==> src/rtl/psk1_pkg.sv <==
package psk1_pkg;
    localparam int unsigned PAY_W       = 32;
    localparam int unsigned PRE_W       = 32;
    localparam int unsigned FRAME_W     = PRE_W + PAY_W;
    localparam int unsigned IDX_W       = $clog2(FRAME_W);
    localparam int unsigned HALF_TICKS_D = 8;
    localparam int unsigned CYC_PER_BIT_D = 16;
    localparam logic [PRE_W-1:0] PREAMBLE = 32'h4944544B;

    typedef struct packed {
        logic active;   // modulator running
        logic phase;    // 1 = subcarrier inverted
        logic prev;     // value of the bit now on air
    } seq_state_t;

    typedef struct packed {
        logic bit_go;
        logic frame_go;
    } strobe_t;

    // Bit idx of the frame, counted from the preamble MSB.
    function automatic logic frame_bit(input logic [PAY_W-1:0] pay,
                                       input logic [IDX_W-1:0] idx);
        logic [FRAME_W-1:0] f;
        f = {PREAMBLE, pay} << idx;
        return f[FRAME_W-1];
    endfunction
endpackage

==> src/rtl/psk1_subcarrier.sv <==
module psk1_subcarrier #(
    parameter int unsigned HALF_TICKS     = 8,
    parameter int unsigned CYCLES_PER_BIT = 16
) (
    input  logic clk,
    input  logic rst,
    input  logic clr,
    input  logic adv,
    output logic carrier_hi,
    output logic bit_end
);
    localparam int unsigned TICK_W = $clog2(2 * HALF_TICKS);
    localparam int unsigned CYC_W  = $clog2(CYCLES_PER_BIT);

    logic [TICK_W-1:0] tick_q;
    logic [CYC_W-1:0]  cyc_q;
    logic tick_last, cyc_last;

    assign tick_last  = (tick_q == TICK_W'(2 * HALF_TICKS - 1));
    assign cyc_last   = (cyc_q == CYC_W'(CYCLES_PER_BIT - 1));
    assign carrier_hi = (tick_q < TICK_W'(HALF_TICKS));
    assign bit_end    = adv && tick_last && cyc_last;

    always_ff @(posedge clk) begin
        if (rst || clr) begin
            tick_q <= '0;
            cyc_q  <= '0;
        end else if (adv) begin
            if (tick_last) begin
                tick_q <= '0;
                cyc_q  <= cyc_last ? '0 : cyc_q + 1'b1;
            end else begin
                tick_q <= tick_q + 1'b1;
            end
        end
    end
endmodule

==> src/rtl/psk1_frame_store.sv <==
module psk1_frame_store
    import psk1_pkg::*;
(
    input  logic             clk,
    input  logic             rst,
    input  logic             load,
    input  logic [PAY_W-1:0] pay_in,
    input  logic             latch,
    input  logic [IDX_W-1:0] idx,
    output logic             bit_val
);
    logic [PAY_W-1:0] shadow_q;
    logic [PAY_W-1:0] live_q;

    always_ff @(posedge clk) begin
        if (rst) begin
            shadow_q <= '0;
            live_q   <= '0;
        end else begin
            if (load)  shadow_q <= pay_in;
            if (latch) live_q   <= shadow_q;
        end
    end

    assign bit_val = frame_bit(live_q, idx);
endmodule

==> src/rtl/psk1_bit_seq.sv <==
module psk1_bit_seq
    import psk1_pkg::*;
(
    input  logic             clk,
    input  logic             rst,
    input  logic             enable,
    input  logic             tick_en,
    input  logic             bit_end,
    input  logic             next_bit,
    output logic             adv,
    output logic             clr,
    output logic             latch,
    output logic [IDX_W-1:0] next_idx,
    output logic [IDX_W-1:0] bit_idx,
    output logic             active,
    output logic             phase,
    output logic             bit_strobe,
    output logic             frame_start
);
    localparam logic [IDX_W-1:0] LAST_IDX = IDX_W'(FRAME_W - 1);

    seq_state_t       st_q;
    strobe_t          stb_q;
    logic [IDX_W-1:0] idx_q;
    logic             activate, wrap, boundary;

    assign activate = enable && !st_q.active;
    assign wrap     = bit_end && (idx_q == LAST_IDX);
    assign boundary = activate || bit_end;
    assign latch    = activate || wrap;
    assign next_idx = (activate || wrap) ? '0 : idx_q + 1'b1;
    assign adv      = st_q.active && enable && tick_en;
    assign clr      = !enable;

    always_ff @(posedge clk) begin
        if (rst || !enable) begin
            st_q  <= '0;
            stb_q <= '0;
            idx_q <= '0;
        end else begin
            st_q.active    <= 1'b1;
            stb_q.bit_go   <= boundary;
            stb_q.frame_go <= latch;
            if (boundary) begin
                idx_q      <= next_idx;
                st_q.phase <= st_q.phase ^ (next_bit ^ st_q.prev);
                st_q.prev  <= next_bit;
            end
        end
    end

    assign bit_idx     = idx_q;
    assign active      = st_q.active;
    assign phase       = st_q.phase;
    assign bit_strobe  = stb_q.bit_go;
    assign frame_start = stb_q.frame_go;
endmodule

==> src/rtl/psk1_frame_mod.sv <==
module psk1_frame_mod
    import psk1_pkg::*;
#(
    parameter int unsigned HALF_TICKS     = HALF_TICKS_D,
    parameter int unsigned CYCLES_PER_BIT = CYC_PER_BIT_D
) (
    input  logic        clk,
    input  logic        rst,
    input  logic        tick_en,
    input  logic        enable,
    input  logic [31:0] payload_in,
    input  logic        payload_load,
    output logic        mod_out,
    output logic        bit_strobe,
    output logic        frame_start
);
    logic             adv, clr, latch, bit_end, carrier_hi;
    logic             next_bit, active, phase;
    logic [IDX_W-1:0] next_idx, bit_idx;

    psk1_subcarrier #(
        .HALF_TICKS    (HALF_TICKS),
        .CYCLES_PER_BIT(CYCLES_PER_BIT)
    ) u_carrier (
        .clk       (clk),
        .rst       (rst),
        .clr       (clr),
        .adv       (adv),
        .carrier_hi(carrier_hi),
        .bit_end   (bit_end)
    );

    psk1_frame_store u_store (
        .clk    (clk),
        .rst    (rst),
        .load   (payload_load),
        .pay_in (payload_in),
        .latch  (latch),
        .idx    (next_idx),
        .bit_val(next_bit)
    );

    psk1_bit_seq u_seq (
        .clk        (clk),
        .rst        (rst),
        .enable     (enable),
        .tick_en    (tick_en),
        .bit_end    (bit_end),
        .next_bit   (next_bit),
        .adv        (adv),
        .clr        (clr),
        .latch      (latch),
        .next_idx   (next_idx),
        .bit_idx    (bit_idx),
        .active     (active),
        .phase      (phase),
        .bit_strobe (bit_strobe),
        .frame_start(frame_start)
    );

    // Phase 0 starts each subcarrier cycle high; phase 1 starts it low.
    assign mod_out = active && (carrier_hi ^ phase);
endmodule

==> config.mk <==
export PLATFORM = sky130hd
export DESIGN_NAME = psk1_frame_mod
export DESIGN_NICKNAME = d
export VERILOG_FILES = /design/src/rtl/psk1_pkg.sv /design/src/rtl/psk1_subcarrier.sv /design/src/rtl/psk1_frame_store.sv /design/src/rtl/psk1_bit_seq.sv /design/src/rtl/psk1_frame_mod.sv
export SDC_FILE = /design/constraint.sdc
export NUM_CORES = 1
export LEC_CHECK = 0
export BUFFER_PORTS_ARGS = -buffer_cell sky130_fd_sc_hd__buf_4
export CAP_MARGIN = 0
export CORE_UTILIZATION = 40
export CTS_BUF_LIST = sky130_fd_sc_hd__clkbuf_4
export CTS_CLUSTER_SIZE = 8
export DETAILED_ROUTE_END_ITERATION = 10
export GPL_TIMING_DRIVEN = 0
export SYNTH_ARGS = -nofsm -noshare
export SYNTH_HDL_FRONTEND = slang
export SYNTH_SLANG_ARGS = --single-unit
export TNS_END_PERCENT = 20
==> constraint.sdc <==
create_clock -name clk -period 4.4 [get_ports clk]
set_clock_uncertainty 0.05 [all_clocks]
set_input_delay 0.88 -clock clk [delete_from_list [all_inputs] [get_ports clk]]
set_output_delay 0.88 -clock clk [all_outputs]
set_load 0.1 [all_outputs]
After elaboration in Yosys (flattened, before gate mapping)

Cells that the tools add are included.

Multiplexer cells: 5
Shift-type cells: 1
$add $sub $neg: 3
Order comparisons: 1
Bitwise operators: 3
$mul: 0
Eq/ne operators: 3
Reductions and logical operators: 13
Divide/modulo/power cells: 0

Operators by type and width:

| operator            | count |
|---|---|
| $shl 63x6->64       | 1 |
| $add 4x1->4 const B | 2 |
| $eq 4x4->1 const B  | 2 |
| $mux 4              | 2 |
| $logic_and 1x1->1   | 7 |
| $add 6x1->6 const B | 1 |
| $eq 6x6->1 const B  | 1 |
| $mux 6              | 1 |
| $lt 4x4->1 const B  | 1 |
| $logic_or 1x1->1    | 3 |
| $mux 3              | 1 |
| $xor 1x1->1         | 3 |
| $logic_not 1->1     | 2 |
| $mux 2              | 1 |
| $reduce_and 2->1    | 1 |

Bits of input ports: 37
Memory bits (read-only): 0
Latch bits: 0
Register bits: 83
Output and inout port bits: 3
Word-level logic and storage cells: 39
Memories: 0
Memory bits (writable): 0

Logic depth before layout (Yosys ltp)

Gate-level depths: netlist of run 1.

Depth in word-level cells: 12
Mapped depth: 13
Depth with buffers taken out: 11

Hierarchy

Synthesis of run 1 repeated with hierarchy kept, for this count alone.

Cell total of the unflattened synthesis: 370
Area total of the unflattened synthesis: 3,607.2 um2

Modules (own cells, without submodules):

| module           | sequential area each (um2) | times used | cells an instance | area each (um2) |
|---|---|---|---|---|
| psk1_frame_store | 1,281.2                    | 1          | 257               | 2,638.8 |
| psk1_bit_seq     | 220.2                      | 1          | 65                | 563.0 |
| psk1_subcarrier  | 160.2                      | 1          | 46                | 390.4 |
| psk1_frame_mod   | 0.0                        | 1          | 2                 | 15.0 |

Worst setup path after synthesis of run 1

OpenSTA, ideal clock, no wires.

Kind: in2reg
From: input port enable
To: register u_seq.phase (netlist name)
Data arrival time: 3.186 ns
Path slack: 1.102 ns
Stages on the path: 12
Data required time: 4.288 ns
Path buffers: 2
Setup time: 0.062 ns
Path through: and4_4 > and4_4 > buf_6 > nor2_1 > clkbuf_1 > nand2_1 > ha_1 > o21ai_0 > mux2i_1 > a221o_1 > a221o_1 > nand3_1

Longest elaborated chain between the ends: 10
Elaborated cells between the ends (all ways): 14
Classes of those cells: 1 x shift; 1 x mux; 2 x bitwise; 10 x reduce/logical

Ends and longest elaborated chain:

| item                           | RTL line              | text |
|---|---|---|
| start, declared                | psk1_frame_mod.sv:10  | `input logic enable,` |
| $logic_and 1x1->1 (2 in a row) | psk1_bit_seq.sv:32    | `assign adv = st_q.active && enable && tick_en;` |
| $logic_and 1x1->1 (2 in a row) | psk1_subcarrier.sv:22 | `assign bit_end = adv && tick_last && cyc_last;` |
| $logic_and 1x1->1              | psk1_bit_seq.sv:28    | `assign wrap = bit_end && (idx_q == LAST_IDX);` |
| $logic_or 1x1->1               | psk1_bit_seq.sv:31    | `assign next_idx = (activate \|\| wrap) ? '0 : idx_q + 1'b1;` |
| $mux 6                         | psk1_bit_seq.sv:31    |  |
| $shl 63x6->64                  | psk1_pkg.sv:25        | `f = {PREAMBLE, pay} << idx;` |
| $xor 1x1->1 (2 in a row)       | psk1_bit_seq.sv:46    | `st_q.phase <= st_q.phase ^ (next_bit ^ st_q.prev);` |

Parallel ways exist; a longest one is shown, timed or not.
A chain may end at the register's enable or synchronous reset.

Worst setup path after layout of run 1

From: register u_carrier.cyc_q[0]
To: register u_seq.phase (netlist name)

Longest elaborated chain between the ends: 8
Elaborated cells between the ends (all ways): 9
Classes of those cells: 1 x eq/ne; 1 x shift; 1 x mux; 2 x bitwise; 4 x reduce/logical

Ends and longest elaborated chain:

| item                     | RTL line              | text |
|---|---|---|
| start, declared          | psk1_subcarrier.sv:16 | `logic [CYC_W-1:0] cyc_q;` |
| start signal, assigned   | psk1_subcarrier.sv:31 | `cyc_q <= cyc_last ? '0 : cyc_q + 1'b1;` |
| $eq 4x4->1 (*)           | psk1_subcarrier.sv:20 | `assign cyc_last = (cyc_q == CYC_W'(CYCLES_PER_BIT - 1));` |
| $logic_and 1x1->1 (*)    | psk1_subcarrier.sv:22 |  |
| $logic_and 1x1->1        | psk1_bit_seq.sv:28    |  |
| $logic_or 1x1->1         | psk1_bit_seq.sv:31    |  |
| $mux 6                   | psk1_bit_seq.sv:31    |  |
| $shl 63x6->64            | psk1_pkg.sv:25        |  |
| $xor 1x1->1 (2 in a row) | psk1_bit_seq.sv:46    |  |

Mark *: on every way between the ends. The rest lies on a longest branch, timed or not.

==> results of run 1 <==
## path summary, 6_finish.rpt
kind | from | to | slack [ns] | depth (start not counted)
setup / recovery | u_carrier.cyc_q[0]$_SDFFE_PN0P_ | u_seq.phase$_SDFFE_PN0P_ | 0.80 | 13
hold / removal | u_store.live_q[15]$_SDFFE_PP0P_ | u_store.live_q[15]$_SDFFE_PP0P_ | 0.41 | 2
setup reg to reg | u_carrier.cyc_q[0]$_SDFFE_PN0P_ | u_seq.phase$_SDFFE_PN0P_ | 0.80 | 13
hold reg to reg | u_store.live_q[15]$_SDFFE_PP0P_ | u_store.live_q[15]$_SDFFE_PP0P_ | 0.41 | 2
## cells by family (layout without fill, tap and decap cells)
family | after synthesis | in the layout | synth area share, %
simple gates | 171 | 171 | 20.6
compound gates | 88 | 88 | 14.3
flops | 83 | 83 | 45.4
mux | 41 | 41 | 11.9
buf+inv | 32 | 85 | 3.59
xor+xnor | 9 | 9 | 2.15
fa+ha+maj | 6 | 6 | 2.02
## routing by layer
layer  vias to the layer above  GRT usage [%]  share of wire (%)
li1                       1593              -                  -
met1                      1417           23.5                 48
met2                        65           29.2                 46
met3                        11           4.82                4.7
met4                         0           5.94                1.2
met5                         -              0                  0
## power groups by stage
stage                     logic, mW  clock network [mW]  registers, mW
final                         0.148               0.436          0.798
after global routing          0.166               0.481          0.802
after CTS                     0.149               0.450          0.798
after detailed placement      0.149                   0          0.814
after global placement        0.146                   0          0.814
after floorplan              0.0930                   0          0.814
## placed cells by master, fill, tap and decap left out, types with 4 or more instances in the layout
master / netlist / final
a211oi_1: 4 / 4
a21oi_1: 48 / 48
buf_1: 4 / 4
buf_4: 0 / 38
clkbuf_1: 21 / 21
clkbuf_4: 0 / 9
dfxtp_1: 83 / 83
ha_1: 5 / 5
mux2i_1: 38 / 38
nand2_1: 83 / 83
nand3_1: 10 / 10
nor2_1: 50 / 50
nor3_1: 4 / 4
o211ai_1: 4 / 4
o21ai_0: 11 / 11
xor2_1: 6 / 6
## worst register-to-register path, delay by kind of cell, from the launching register on
| kind | cells | cell delay (ns) |
|---|---|---|
| adders and majority gates | 2 | 0.56 |
| muxes | 1 | 0.09 |
| AOI/OAI and AO/OA | 3 | 0.83 |
| DFF | 1 | 0.37 |
| buffers and inverters | 2 | 0.57 |
| and+or+nand+nor | 5 | 1.07 |
## layout make-up
type                            count  area [um^2]
Sequential cell                    83         1660
Fill cell                         892         4590
Clock buffer                        9         67.6
Buffer                             29          120
Timing Repair Buffer               38          285
Inverter                            3         11.3
Clock inverter                      6         66.3
Multi-Input combinational cell    315         1870
Tap cell                          108          135
## registers in the layout (all words and copies together) (netlist names)
| name | count |
|---|---|
| u_seq.phase | 1 |
| u_seq.active | 1 |
| u_store.shadow_q | 32 |
| u_carrier.cyc_q | 4 |
| u_seq.st_q | 1 |
| u_store.live_q | 32 |
| u_seq.bit_strobe | 1 |
| u_carrier.tick_q | 4 |
| u_seq.frame_start | 1 |
| u_seq.bit_idx | 6 |
==> run metrics, run 1 <==
status=finished with violations; failing checks=DRC; critical path's slowest cell=clkbuf_1; Layout Cell Area excl Fill=~4200 um^2; Via density=around 5.2; Slew Limit Fails=0; Mapped Nets=~470; P_int=~1 mW; pin count of the biggest net entering global routing=15; ys flop type=dfxtp_1; Area Growth Syn to Fin=15.2%; Overflow after GRT=0; Bufs and invs on worst path=2; Synth Instances=430; Setup WS pre-CTS=roughly 0.45 ns; Critical Path, Cell by Cell=ha_1, and4_1, and4_4, buf_6, nor2_1, clkbuf_1, nand2_1, ha_1, o21ai_0, mux2i_1, a221o_1, a221o_1, nand3_1; Die Wd=around 98 um; Site Rows=34; switching share of power=26.6%; first-pass GRT wire length=13.9 mm; GRT Util Overall=a little under a fifth; post-CTS sizing=0; worst slew pin tran=0.800 ns; Hold Buf Count CTS=0; final setup margin=0.796 ns; CP Max Fanout=10; Max H-tree Level=3; post-synthesis async set-or-reset flop share=0%; Port Buffer Count=38; Max VDD drop=roughly 0.22 mV; Synth top area share=45.4%; Die ar.=~9500 um^2; share of post-route cells with drive strength above 1=between 10% and 20%; Seq cells post-synth=between 80 and 90; Sink Count=83; clock latency at the later pin of the worst-skew pair=0.44 ns; Critical Path AT=slightly below 4 ns; Max Fclk=277 MHz; final net count=521; combinational power share=10.7%; WL final=slightly above 8 mm; worst min-delay path category=flop to flop; first-pass iteration count of the detailed router=7; vias in the first global route=2959; total placed instance area=4080 um^2; Non-Filler Instances=about 600; CP top delay family=simple AND/OR/NAND/NOR gates; TNS Setup=0 ns; crit start category=flop; Initial Utilization=just over 40%; Post-CTS Repair Setup Buffers=0; post-synthesis sequential area ratio=a little under half; Initial DRC Count=~140; area leader, netlist=dfxtp_1; placed cells=576; Max-slew headroom=a little under half; Hold WS=about 0.41 ns; Syn Area/Cell=roughly 8.5 um^2; synth unique cells=between 40 and 50; total core area=~8800 um^2; DRC viols=2; unrepaired setup endpoints after global routing=false; Synth Cell Area=3660 um^2; Crit. End Element=flop; slowest stage delay, CP=roughly 0.44 ns; cts bufs inserted=9; worst-case clock buffer depth=2; sequential power share=between 50% and 60%; I/O Pins=40; clock share of power=between 30% and 40%; final setup fails=0; PD cells=roughly 330 nW/um^2; Fin. Hold Viols=0; crit path time final=between 3 and 4 ns; Core Util, Final=a little under half; routed length per instance=~14 um; top post-synthesis cells by count=dfxtp_1 (83), nand2_1 (83), nor2_1 (50); leak pwr=1.62 nW; number of synthesized flops with an enable pin=0; antenna diode count=0; Net Sw Power=368 uW; vias=3086; clk root buf=clkbuf_4; Power Total=about 1.4 mW; Final Cycle Share=roughly four fifths; maxcap violations=0; synth warn=0; Area contributors post-synth=dfxtp_1 (45%), mux2i_1 (10%), nand2_1 (8.5%); Worst EP required=~4.7 ns; antenna violations before repair=0; post-route ant nets=0; CTS tree=built; DP HPWL=about 6 mm; crit path kind=flop to flop; Clock Pin Slew Worst Setup and Hold Paths=0.13 ns; GPL Wtd Cong=approximately 0.83; Die Span Y=97.6 um
(Power assumes the default switching activity.)
==> inputs of run 2 (changes only) <==
==> constraint.sdc (replaced) <==
create_clock -name clk -period 3.8 [get_ports clk]
set_clock_uncertainty 0.05 [all_clocks]
set_input_delay 0.76 -clock clk [delete_from_list [all_inputs] [get_ports clk]]
set_output_delay 0.76 -clock clk [all_outputs]
set_load 0.1 [all_outputs]
==> run metrics, run 2 (same netlist as run 1, synthesis figures left out) <==
Final Cycle Share=91.2%; vias=between 3000 and 4000; GR peak layer=met2; routing usage on met3=roughly 4.8%; Initial DRC Count=approximately 140; worst-case clock buffer depth=2; critical path's slowest cell=nor2_1; GPL Wtd Cong=~0.83; Die ar.=around 9500 um^2; final setup fails=0; Port Buffer Count=38; CTS tree=built; share of post-route cells with drive strength above 1=a little over an eighth; Critical Path AT=between 3 and 4 ns; Setup WS pre-CTS=-0.0277 ns; status=finished with violations; routed length per instance=between 10 and 15 um; Max Fclk=slightly below 300 MHz; Overflow after GRT=0; Max VDD drop=between 0.2 and 0.3 mV; worst min-delay path category=flop to flop; Max-slew headroom=47.3%; DRC viols=2; unrepaired setup endpoints after global routing=false; GR Util met2=29.2%; cts bufs inserted=9; total core area=approximately 8800 um^2; Post-CTS Repair Setup Buffers=0; Crit. End Element=flop; Initial Utilization=between 40% and 50%; final net count=521; Via density=5.22; clock latency at the later pin of the worst-skew pair=about 0.44 ns; met1 Use GR=about a quarter; antenna diode count=0; I/O Pins=40; vias in the first global route=about 3000; Hold WS=0.410 ns; WL final=around 8.2 mm; failing checks=DRC; post-route ant nets=0; final setup margin=0.336 ns; antenna violations before repair=0; first-pass GRT wire length=around 14 mm; Critical Path, Cell by Cell=ha_1, and4_1, and4_4, buf_6, nor2_1, clkbuf_2, nand2_1, ha_1, o21ai_0, mux2i_1, a221o_1, a221o_1, nand3_1; PD cells=around 380 nW/um^2; leak pwr=about 1.6 nW; crit path time final=between 3 and 4 ns; Die Span Y=approximately 98 um; crit start category=flop; Clock Pin Slew Worst Setup and Hold Paths=roughly 0.13 ns; Area Growth Syn to Fin=15.2%; Fin. Hold Viols=0; Slew Limit Fails=0; pin count of the biggest net entering global routing=15; GRT Util Overall=a little under a fifth; clk root buf=clkbuf_4; CP top delay family=simple AND/OR/NAND/NOR gates; Max H-tree Level=3; Bufs and invs on worst path=2; maxcap violations=0; worst slew pin tran=between 0.7 and 0.8 ns; first-pass iteration count of the detailed router=7; crit path kind=flop to flop; Worst EP required=4.12 ns; CP Max Fanout=10; slowest stage delay, CP=between 0.4 and 0.5 ns; Site Rows=34; Sink Count=83; commonest non-fill, non-tap cells in the layout=nand2_1 (83), dfxtp_1 (83), nor2_1 (50); DP HPWL=5.94 mm; Die Wd=97.6 um; Hold Buf Count CTS=0
-- run 2: cell counts in the layout (fill, tap and decap cells not counted) --
Identical to the previous run, type by type.
-- run 2: routing by layer --
| layer | share of wire (%) | vias to the layer above |
|---|---|---|
| met5 | 0 | - |
| met4 | 1.4 | 0 |
| met3 | 4.5 | 13 |
| met2 | 46 | 65 |
| met1 | 48 | 1416 |
| li1 | - | 1592 |
-- run 2: report_power, final --
part | switching, mW | internal [mW] | total (mW)
logic | 0.0996 | 0.0720 | 0.172
registers | 0.0195 | 0.904 | 0.923
clock network | 0.307 | 0.198 | 0.505
total | 0.426 | 1.17 | 1.60
-- run 2: through the flow --
stage / cells / TNS, ns / util [%] / total power, mW / area, um^2
floorplan: 430 / 0 / - / 1.05 / 3660
global placement: 576 / -0.0334 / 46.3 / 1.11 / 4080
detailed placement: 576 / -0.0277 / 46.3 / 1.12 / 4080
CTS: 591 / 0 / 47.8 / 1.62 / 4210
global route: 591 / 0 / 47.9 / 1.68 / 4210
finish: 591 / 0 / 47.9 / 1.60 / 4210
-- run 2: worst paths after layout --
path,startpoint,to,slack (ns),cells past startpoint
max,u_carrier.cyc_q[0]$_SDFFE_PN0P_,u_seq.phase$_SDFFE_PN0P_,0.34,13
min,u_store.live_q[15]$_SDFFE_PP0P_,u_store.live_q[15]$_SDFFE_PP0P_,0.41,2
max reg2reg,u_carrier.cyc_q[0]$_SDFFE_PN0P_,u_seq.phase$_SDFFE_PN0P_,0.34,13
min reg2reg,u_store.live_q[15]$_SDFFE_PP0P_,u_store.live_q[15]$_SDFFE_PP0P_,0.41,2
-- run 2: worst min-delay path, stage by stage, from the launching register on --
cell     delay (ns)
dfxtp_1        0.33
nand2_1        0.05
a21oi_1        0.05
-- run 2: timing repair --
item | 4_1_cts | 5_1_grt
endpoints found under the hold margin | 0 | 0
setup endpoints to repair | 0 | 2
resized for setup | 0 | 2
-- run 2: final cells by class --
type	count	area (um^2)
timing repair buffer	38	285
tap	108	135
clock inverter	6	66.3
inverter	3	11.3
clock buffer	9	67.6
fill	893	4590
buffer	29	121
sequential	83	1660
multi-input combinational	315	1870
==> inputs of run 3 (changes only) <==
--- a/config.mk
+++ b/config.mk
@@ -12,6 +12,8 @@
 export CTS_CLUSTER_SIZE = 8
 export DETAILED_ROUTE_END_ITERATION = 10
 export GPL_TIMING_DRIVEN = 0
+export MAX_ROUTING_LAYER = met4
+export SKIP_LAST_GASP = 1
 export SYNTH_ARGS = -nofsm -noshare
 export SYNTH_HDL_FRONTEND = slang
 export SYNTH_SLANG_ARGS = --single-unit
==> run metrics, run 3 (same netlist as run 1, synthesis figures left out) <==
Max VDD drop=0.251 mV; Die Wd=just under 100 um; post-route ant nets=0; worst min-delay path category=flop to flop; Die Span Y=approximately 98 um; Initial DRC Count=between 100 and 150; reg2reg end=u_seq.phase$_SDFFE_PN0P_; CTS tree=built; share of post-route cells with drive strength above 1=~14%; internal reg-to-reg setup slack=approximately 0.32 ns; switching share of power=between 20% and 30%; Site Rows=34; WL final=between 8 and 9 mm; I/O Pins=40; routed length per instance=about 14 um; Worst EP required=around 4.1 ns; Max Fclk=~290 MHz; crit start category=flop; GRT Util Overall=between 10% and 20%; crit path to=u_seq.phase$_SDFFE_PN0P_; Critical Path, Cell by Cell=ha_1, and4_1, and4_4, buf_6, nor2_1, clkbuf_2, nand2_1, ha_1, o21ai_0, mux2i_1, a221o_1, a221o_1, nand3_1; unrepaired setup endpoints after global routing=false; cts bufs inserted=9; clk root buf=clkbuf_4; crit path kind=flop to flop; failing checks=DRC; Fin. Hold Viols=0; Max-slew headroom=around 47%; Core Util, Final=between 40% and 50%; Area Growth Syn to Fin=15.2%; slowest stage delay, CP=approximately 0.43 ns; Critical Path AT=about 3.8 ns; final setup fails=0; Layout Cell Area excl Fill=4210 um^2; pin count of the biggest net entering global routing=15; Initial Utilization=41.5%; Via density=~5.2; critical path's slowest cell=nor2_1; Die ar.=between 9000 and 10000 um^2; Overflow after GRT=0; Clock Pin Slew Worst Setup and Hold Paths=about 0.13 ns; Crit. End Element=flop; Hold WS=slightly above 0.4 ns; Port Buffer Count=38; Critical Path Start=u_carrier.cyc_q[0]$_SDFFE_PN0P_; crit path time final=approximately 3.5 ns; Slew Limit Fails=0; final net count=521; total placed instance area=4080 um^2; vias=3086; commonest non-fill, non-tap cells in the layout=nand2_1 (83), dfxtp_1 (83), nor2_1 (50); Bufs and invs on worst path=2; total core area=8810 um^2; TNS Setup=0 ns; GPL Wtd Cong=between 0.8 and 0.9; placed cells=~580; antenna violations before repair=0; RR Startpoint=u_carrier.cyc_q[0]$_SDFFE_PN0P_; clock share of power=31.6%; antenna diode count=0; final setup margin=roughly 0.32 ns; worst slew pin tran=0.791 ns; first-pass GRT wire length=around 14 mm; CP top delay family=simple AND/OR/NAND/NOR gates; FF-to-FF path depth=13; DP HPWL=between 5 and 6 mm; sequential power share=57.7%; Max H-tree Level=3; Non-Filler Instances=591; leak pwr=between 1.5 and 2 nW; Post-CTS Repair Setup Buffers=0; P_int=1.17 mW; PD cells=about 380 nW/um^2; worst-case clock buffer depth=2; CP Max Fanout=10; clock latency at the later pin of the worst-skew pair=0.44 ns; Power Total=1.60 mW; DRC viols=2; combinational power share=around a tenth; maxcap violations=0; Setup WS pre-CTS=-0.0277 ns; vias in the first global route=roughly 3000; Sink Count=83; Levels on crit path=13; Net Sw Power=between 400 and 500 uW; status=finished with violations; Final Cycle Share=approximately 91%; first-pass iteration count of the detailed router=7
==> run 3: cell counts in the layout (fill, tap and decap cells not counted) <==
No cell type changed its count.
==> run 3: layer usage <==
layer | global-route usage, % | part of all wire, % | vias up
li1 | - | - | 1590
met1 | 23.5 | 48 | 1411
met2 | 29.2 | 46 | 74
met3 | 4.75 | 5.2 | 11
met4 | 5.94 | 1.2 | 0
met5 | - | 0 | -
==> run 3: layout make-up <==
class	instances	area (um^2)
Timing Repair Buffer	38	285
Inverter	3	11.3
Clock inverter	6	66.3
Multi-Input combinational cell	315	1870
Clock buffer	9	67.6
Buffer	29	121
Sequential cell	83	1660
Tap cell	108	135
Fill cell	893	4590
==> run 3: power by group through the flow <==
stage | clock, mW | sequential, mW | combinational [mW]
after floorplan | 0 | 0.942 | 0.108
after global placement | 0 | 0.942 | 0.169
after detailed placement | 0 | 0.943 | 0.173
after CTS | 0.521 | 0.924 | 0.173
after global routing | 0.557 | 0.929 | 0.192
final | 0.505 | 0.923 | 0.172
==> run 3: worst min-delay path by stage <==
stage | from | end | slack (ns) | depth (start not counted)
after CTS | u_store.live_q[27]$_SDFFE_PP0P_ | u_store.live_q[27]$_SDFFE_PP0P_ | 0.41 | 2
after global placement | u_store.live_q[14]$_SDFFE_PP0P_ | u_store.live_q[14]$_SDFFE_PP0P_ | 0.39 | 2
after global routing | u_store.live_q[30]$_SDFFE_PP0P_ | u_store.live_q[30]$_SDFFE_PP0P_ | 0.43 | 2
final | u_store.live_q[15]$_SDFFE_PP0P_ | u_store.live_q[15]$_SDFFE_PP0P_ | 0.41 | 2
after detailed placement | u_store.live_q[27]$_SDFFE_PP0P_ | u_store.live_q[27]$_SDFFE_PP0P_ | 0.39 | 2
after floorplan | u_store.live_q[13]$_SDFFE_PP0P_ | u_store.live_q[13]$_SDFFE_PP0P_ | 0.38 | 2
==> run 3: repair_timing <==
action,CTS,global route
resized for setup,0,2
setup endpoints to repair,0,2
hold buffers,0,0
==> run 3: worst reg2reg max path, delay by kind of cell (launching register included) <==
family                     cells  cell delay (ns)
muxes                          1             0.09
adders and majority gates      2             0.56
AOI/OAI and AO/OA              3             0.82
and+or+nand+nor                5             1.03
DFF                            1             0.37
buffers and inverters          2             0.47
